<file path="config.mk">
export PLATFORM = sky130hd
export DESIGN_NAME = irq_ctrl32
export DESIGN_NICKNAME = d
export VERILOG_FILES = /design/src/rtl/irq_ctrl_pkg.sv /design/src/rtl/irq_sync_detect.sv /design/src/rtl/irq_cfg_regs.sv /design/src/rtl/irq_status_reg.sv /design/src/rtl/irq_route_out.sv /design/src/rtl/irq_ctrl32.sv
export SDC_FILE = /design/constraint.sdc
export NUM_CORES = 1
export LEC_CHECK = 0
export BUFFER_PORTS_ARGS = -buffer_cell sky130_fd_sc_hd__buf_2
export CORE_ASPECT_RATIO = 1.5
export CORE_MARGIN = 2
export CORE_UTILIZATION = 55
export DETAILED_ROUTE_END_ITERATION = 8
export PLACE_DENSITY = 0.86
export SYNTH_ARGS = -nofsm -noshare
export SYNTH_HDL_FRONTEND = slang
export SYNTH_HIERARCHICAL = 1
export SYNTH_SLANG_ARGS = --single-unit
export TNS_END_PERCENT = 20
</file>
<file path="constraint.sdc">
create_clock -name clk -period 1.8 [get_ports clk]
set_input_delay 0.36 -clock clk [delete_from_list [all_inputs] [get_ports clk]]
set_output_delay 0.36 -clock clk [all_outputs]
set_load 0.05 [all_outputs]
</file>
<file path="src/rtl/irq_ctrl_pkg.sv">
`timescale 1ns/1ps
package irq_ctrl_pkg;
  localparam int OFF_STAT = 0;
  localparam int OFF_ENA  = 1;
  localparam int OFF_CRIT = 2;
  localparam int OFF_POL  = 3;
  localparam int OFF_TRIG = 4;
  localparam int OFF_MSK  = 5;
endpackage

</file>
<file path="src/rtl/irq_sync_detect.sv">
`timescale 1ns/1ps
module irq_sync_detect #(
  parameter int NSRC = 32
) (
  input  logic            clk,
  input  logic            rst,
  input  logic [NSRC-1:0] src_i,
  input  logic [NSRC-1:0] pol_i,
  input  logic [NSRC-1:0] trig_i,
  output logic [NSRC-1:0] set_o
);
  logic [NSRC-1:0] meta_q, sync_q, act_q;
  logic [NSRC-1:0] act;

  always_ff @(posedge clk) begin
    if (rst) begin
      meta_q <= '0;
      sync_q <= '0;
      act_q  <= '0;
    end else begin
      meta_q <= src_i;
      sync_q <= meta_q;
      act_q  <= act;
    end
  end

  genvar i;
  generate
    for (i = 0; i < NSRC; i++) begin : g_bit
      assign act[i]   = pol_i[i] ? sync_q[i] : ~sync_q[i];
      assign set_o[i] = trig_i[i] ? (act[i] & ~act_q[i]) : act[i];
    end
  endgenerate
endmodule

</file>
<file path="src/rtl/irq_cfg_regs.sv">
`timescale 1ns/1ps
module irq_cfg_regs import irq_ctrl_pkg::*; #(
  parameter int NSRC   = 32,
  parameter int ADDR_W = 3
) (
  input  logic              clk,
  input  logic              rst,
  input  logic              wr_en_i,
  input  logic [ADDR_W-1:0] addr_i,
  input  logic [NSRC-1:0]   wdata_i,
  output logic [NSRC-1:0]   ena_o,
  output logic [NSRC-1:0]   crit_o,
  output logic [NSRC-1:0]   pol_o,
  output logic [NSRC-1:0]   trig_o,
  output logic [NSRC-1:0]   clr_o
);
  always_ff @(posedge clk) begin
    if (rst) begin
      ena_o  <= '0;
      crit_o <= '0;
      pol_o  <= '1;
      trig_o <= '0;
    end else if (wr_en_i) begin
      if (addr_i == ADDR_W'(OFF_ENA))  ena_o  <= wdata_i;
      if (addr_i == ADDR_W'(OFF_CRIT)) crit_o <= wdata_i;
      if (addr_i == ADDR_W'(OFF_POL))  pol_o  <= wdata_i;
      if (addr_i == ADDR_W'(OFF_TRIG)) trig_o <= wdata_i;
    end
  end

  assign clr_o = (wr_en_i && addr_i == ADDR_W'(OFF_STAT)) ? wdata_i : '0;
endmodule

</file>
<file path="src/rtl/irq_status_reg.sv">
`timescale 1ns/1ps
module irq_status_reg #(
  parameter int NSRC = 32
) (
  input  logic            clk,
  input  logic            rst,
  input  logic [NSRC-1:0] set_i,
  input  logic [NSRC-1:0] clr_i,
  output logic [NSRC-1:0] stat_o
);
  always_ff @(posedge clk) begin
    if (rst) stat_o <= '0;
    else     stat_o <= (stat_o & ~clr_i) | set_i;
  end
endmodule

</file>
<file path="src/rtl/irq_route_out.sv">
`timescale 1ns/1ps
module irq_route_out #(
  parameter int NSRC = 32
) (
  input  logic            clk,
  input  logic            rst,
  input  logic [NSRC-1:0] stat_i,
  input  logic [NSRC-1:0] ena_i,
  input  logic [NSRC-1:0] crit_i,
  output logic            irq_o,
  output logic            crit_irq_o
);
  logic [NSRC-1:0] live;
  assign live = stat_i & ena_i;

  always_ff @(posedge clk) begin
    if (rst) begin
      irq_o      <= 1'b0;
      crit_irq_o <= 1'b0;
    end else begin
      irq_o      <= |(live & ~crit_i);
      crit_irq_o <= |(live & crit_i);
    end
  end
endmodule

</file>
<file path="src/rtl/irq_ctrl32.sv">
`timescale 1ns/1ps
module irq_ctrl32 import irq_ctrl_pkg::*; #(
  parameter int NSRC   = 32,
  parameter int ADDR_W = 3
) (
  input  logic              clk,
  input  logic              rst,
  input  logic [NSRC-1:0]   src_i,
  input  logic              wr_en_i,
  input  logic [ADDR_W-1:0] addr_i,
  input  logic [NSRC-1:0]   wdata_i,
  output logic [NSRC-1:0]   rdata_o,
  output logic              irq_o,
  output logic              crit_irq_o
);
  logic [NSRC-1:0] ena_q, crit_q, pol_q, trig_q, clr_vec, set_vec, stat_q;

  irq_cfg_regs #(.NSRC(NSRC), .ADDR_W(ADDR_W)) u_cfg (
    .clk(clk), .rst(rst), .wr_en_i(wr_en_i), .addr_i(addr_i), .wdata_i(wdata_i),
    .ena_o(ena_q), .crit_o(crit_q), .pol_o(pol_q), .trig_o(trig_q), .clr_o(clr_vec)
  );

  irq_sync_detect #(.NSRC(NSRC)) u_det (
    .clk(clk), .rst(rst), .src_i(src_i), .pol_i(pol_q), .trig_i(trig_q), .set_o(set_vec)
  );

  irq_status_reg #(.NSRC(NSRC)) u_stat (
    .clk(clk), .rst(rst), .set_i(set_vec), .clr_i(clr_vec), .stat_o(stat_q)
  );

  irq_route_out #(.NSRC(NSRC)) u_out (
    .clk(clk), .rst(rst), .stat_i(stat_q), .ena_i(ena_q), .crit_i(crit_q),
    .irq_o(irq_o), .crit_irq_o(crit_irq_o)
  );

  always_ff @(posedge clk) begin
    if (rst) rdata_o <= '0;
    else begin
      case (addr_i)
        ADDR_W'(OFF_STAT): rdata_o <= stat_q;
        ADDR_W'(OFF_ENA):  rdata_o <= ena_q;
        ADDR_W'(OFF_CRIT): rdata_o <= crit_q;
        ADDR_W'(OFF_POL):  rdata_o <= pol_q;
        ADDR_W'(OFF_TRIG): rdata_o <= trig_q;
        ADDR_W'(OFF_MSK):  rdata_o <= stat_q & ena_q;
        default:           rdata_o <= '0;
      endcase
    end
  end
endmodule

</file>
# == Yosys cells after proc, flatten, opt, wreduce, memory -nomap -nowiden ==
# Index checks and enable logic that the tools add are counted.
# totals
ff_bits,290
in_bits,70
out_inout_bits,34
word_cells,193
# classes
eq_ne,5
muxes,66
bitwise,103
reduce_logical,8
# op_table
cell,n
32-bit one-hot mux with 6 select lines,1
32-bit AND,4
1-bit two-way mux,64
1-bit NOT,64
32-bit NOT,2
32-bit OR reduction,2
1-bit AND,32
32-bit two-way mux,1
32-bit bitwise OR,1
2-bit AND reduction,4
"3-bit by 2-bit equality test with 1-bit output, second input constant",2
"3-bit equality test, second input constant",2
"3-bit by 1-bit equality test with 1-bit output, second input constant",1
3-bit logical NOT,1
1-bit logical AND,1

# == Logic depth before layout (Yosys ltp) ==
# logic_depth
depth_word,6
mapped_depth,6
mapped_depth_nobuf,4

# == By module ==
# The synthesis kept the hierarchy.
# modules_own_cells
mod,n_inst,cells_each,area_each_um2,seq_area_each_um2
irq_cfg_regs,1,527,5474.0,2562.5
irq_sync_detect,1,266,2945.3,1921.8
irq_ctrl32,1,258,2563.7,640.6
irq_status_reg,1,131,1154.9,640.6
irq_route_out,1,96,540.5,40.0

# == Worst setup path after synthesis ==
# Ideal clock, no wire load.
# synth_path
path_kind,input to register
startpoint,input port addr_i[2]
endpoint,register u_stat.stat_o[12]
setup_time_ns,0.116
arrival_ns,1.161
required_time_ns,1.684
setup_slack_ns,0.524
cell_stages,5
path_cell_list,nor4b_4 -> clkbuf_1 -> and2_1 -> nand2b_1 -> a21oi_1
# synth_between
elab_chain_cells,6
# synth_rtl
item,line,source
"start, declared",irq_ctrl32.sv:10,"input logic [ADDR_W-1:0] addr_i,"
3-bit logical NOT,irq_cfg_regs.sv:31,assign clr_o = (wr_en_i && addr_i == ADDR_W'(OFF_STAT)) ? wdata_i : '0;
1-bit logical AND,irq_cfg_regs.sv:31,
32-bit two-way mux,irq_cfg_regs.sv:31,
via clr_vec[12],irq_ctrl32.sv:16,"logic [NSRC-1:0] ena_q, crit_q, pol_q, trig_q, clr_vec, set_vec, stat_q;"
32-bit NOT,irq_status_reg.sv:13,else stat_o <= (stat_o & ~clr_i) | set_i;
32-bit AND,irq_status_reg.sv:13,
32-bit bitwise OR,irq_status_reg.sv:13,
"end signal, assigned",irq_status_reg.sv:13,
"end, declared",irq_status_reg.sv:9,output logic [NSRC-1:0] stat_o
# The timed path passes the listed nets, and every way through them passes these cells.
# A chain may end at the register's enable or synchronous reset.

# == Final worst setup path ==
# layout_path
startpoint,register u_cfg.crit_o[13]
endpoint,register u_out.irq_o
# layout_between
elab_chain_cells,3
# layout_rtl
item,line,source
"start, declared",irq_cfg_regs.sv:12,"output logic [NSRC-1:0] crit_o,"
"start signal, assigned",irq_cfg_regs.sv:25,if (addr_i == ADDR_W'(OFF_CRIT)) crit_o <= wdata_i;
32-bit NOT,irq_route_out.sv:21,irq_o <= |(live & ~crit_i);
32-bit AND,irq_route_out.sv:21,
32-bit OR reduction,irq_route_out.sv:21,
"end signal, assigned",irq_route_out.sv:21,
"end, declared",irq_route_out.sv:10,"output logic irq_o,"
# No other way between the ends.

==> summary.md <==
| Metric | Value |
|---|---|
| Status | completed |
| CTS resizes | 0 |
| Placed Cells | 1615 |
| WS Path Type | flip-flop to flip-flop |
| GRT Util Overall | 0.247 |
| Top-level I/O count | 104 |
| Min Tclk post-route | 1.58 ns |
| Post-route clock skew | 0.00812 ns |
| Fillers | 1786 |
| Chip Height | 190 um |
| Yosys warns | 6 |
| Initial antenna violation count | 1 |
| Most frequent cells in the layout | dfxtp_1, nand2b_1, mux2i_1 |
| Final non-filler cell total | 1665 |
| First-pass GRT wire length | 48300 um |
| Design Power | 14.1 mW |
| Data arrival, critical path | 1.95 ns |
| Nets | 1434 |
| Die Wd | 128 um |
| RSZ-0062 raised after global routing | no |
| Max Root-Sink Buffers | 3 |
| Crit. End Element | flip-flop |
| CTS Sinks | 290 |
| Max Slew Vio Count | 0 |
| CTS tree | yes |
| Root Buffer Master | clkbuf_16 |
| # Post-CTS Setup Buffers | 0 |
| Row cnt | 68 |
| Clock-pin slew on the worst setup and hold paths | 0.07 ns |
| R2r setup slk | 0.22 ns |
| Vias in the first global route | 9583 |
| 1st-iter DRT viols | 822 |
| Synth Cell Area | 12700 um2 |
| WL/cell | 18.5 um |
| Fraction of layout cells with a size suffix above 1 | 0.180 |
| H-tree Lvls | 1 |
| Crit path launch type | flip-flop |
| Post-DRT Antenna Nets | 0 |
| Initial Util | 0.556 |
| Most used DFF post-synth | dfxtp_1 |
| Yosys cell types | 39 |
| Min Hold Slack | 0.0365 ns |
| Slew margin rel. | 0.675 |
| Final Hold Viols | 0 |
| Syn avg cell area | 9.92 um2 |
| Final Cycle Share | 0.877 |
| Leak | 5.83 nW |
| Worst Max-Slew Pin Slew | 0.484 ns |
| Peak supply drop | 829 uV |
| Syn Inst Count | 1278 |
| Drt first pass iters | 5 |
| Asr flop ratio synth | 0 |
| Max-cap viol count | 0 |
| Final wirelength | 30800 um |
| Layout area overhead | 13.4% |
| Count of final setup violators | 0 |
| Die ar. | 24300 um2 |
| Via density per instance | 5.73 |
| Seq cells post-synth | 290 |
| Final GP Congestion | 0.838 |
| Worst path required time | 2.17 ns |
| DRC violations left | 0 |
| Most common cell after layout, fill and taps aside | dfxtp_1 |
| Core area | 22800 um2 |
| Mapped Nets | 1348 |
| Cts bufs inserted | 27 |
| Number of flops mapped to enable cells by yosys | 0 |
| Highest Clock Rate | 633 MHz |
| Min-Delay Path Class | primary input to flip-flop |
| Pin count of the biggest net entering global routing | 109 |
| Vias after detailed routing | 9540 |
| Seq/Total Area, Yosys | 0.458 |
| DP Wirelength | 20400 um |
| Residual overflow from global routing | 0 |
| Port bufs | 103 |
| Clk Latency, worst-skew pair | 0.53 ns |
| CP Max Fanout | 4 |
| PwrDens | 979 nW/um2 |
| Setup TNS | 0 ns |
| Fin util | 0.631 |
| Post-CTS Hold Buffers | 0 |
==> cell families after synthesis <==
family,after synthesis,synth area share
flip-flops,290,0.458
AO/OA/AOI/OAI,175,0.104
XOR/XNOR,32,0.0221
buffers and inverters,114,0.0560
multiplexers,191,0.154
AND/OR/NAND/NOR,476,0.206
==> worst max-delay path: stages (launching register included) <==
cell and delay, ns:
dfxtp_1 0.38, nand3b_1 0.25, o2111ai_1 0.16, nor3_1 0.43, a41oi_1 0.21
==> metrics by stage <==
stage	setup WS, ns	area, um2
after floorplan	0.524	12700
after global placement	0.221	13400
after detailed placement	0.173	13400
after CTS	0.255	14400
after global routing	0.241	14400
final	0.221	14400
==> Yosys cell counts, types with 2 or more instances <==
library cell / n / area [um2]
dfxtp_1: 290 / 5810
nand2b_1: 160 / 1000
mux2i_1: 159 / 1590
nor2_1: 97 / 364
a21oi_1: 65 / 325
nor2b_1: 65 / 407
nand2_1: 57 / 214
o22ai_1: 42 / 263
nand3_1: 33 / 165
a22oi_1: 32 / 240
and2_1: 32 / 200
inv_1: 32 / 120
xor2_1: 32 / 280
mux2_2: 31 / 349
o2bb2ai_2: 28 / 420
buf_2: 24 / 120
clkbuf_1: 22 / 82.6
buf_6: 16 / 180
buf_4: 13 / 97.6
nand4_1: 9 / 56.3
nand3b_1: 7 / 52.6
buf_12: 5 / 100
nor4_1: 4 / 25.0
o2bb2ai_1: 4 / 35.0
nand4bb_1: 3 / 33.8
nor3_1: 2 / 10.0
o2111ai_1: 2 / 17.5
==> layout make-up <==
| class | instances | area, um2 | share of cell area |
|---|---|---|---|
| Antenna cell | 2 | 5.00 | 0.000348 |
| Multi-Input combinational cell | 874 | 6180 | 0.430 |
| Timing Repair Buffer | 139 | 982 | 0.0683 |
| Tap cell | 280 | 350 | 0.0244 |
| Sequential cell | 290 | 5810 | 0.404 |
| Inverter | 32 | 120 | 0.00835 |
| Clock buffer | 39 | 781 | 0.0543 |
| Clock inverter | 9 | 155 | 0.0108 |
==> final timing paths <==
check	from	to	depth (start not counted)
setup / recovery	u_cfg/crit_o[13]	u_out/irq_o	4
hold / removal	src_i[14]	u_det/meta_q[14]	2
setup reg to reg	u_cfg/crit_o[13]	u_out/irq_o	4
hold reg to reg	u_det/meta_q[19]	u_det/sync_q[19]	1
==> flip-flops by register name, summed over array words and instances, names as in the netlist <==
| signal | cells |
|---|---|
| u_out/irq_o | 1 |
| u_cfg/trig_o | 32 |
| u_det/act_q | 32 |
| rdata_o | 32 |
| u_cfg/crit_o | 32 |
| u_cfg/ena_o | 32 |
| u_cfg/pol_o | 32 |
| u_stat/stat_o | 32 |
| u_det/meta_q | 32 |
| u_out/crit_irq_o | 1 |
| u_det/sync_q | 32 |
==> per-layer routing <==
layer | track usage | wire length, um | up-vias
li1 | - | - | 4521
met1 | 0.289 | 12000 | 4545
met2 | 0.437 | 15300 | 360
met3 | 0.0318 | 1740 | 114
met4 | 0.132 | 1700 | 0
met5 | 0 | 0 | -
==> power by group <==
group	switching (mW)	total, mW	internal [mW]
registers	0.192	6.85	6.66
logic	0.715	1.24	0.524
clock network	2.40	5.99	3.59
Power figures use the tool's default switching activity.
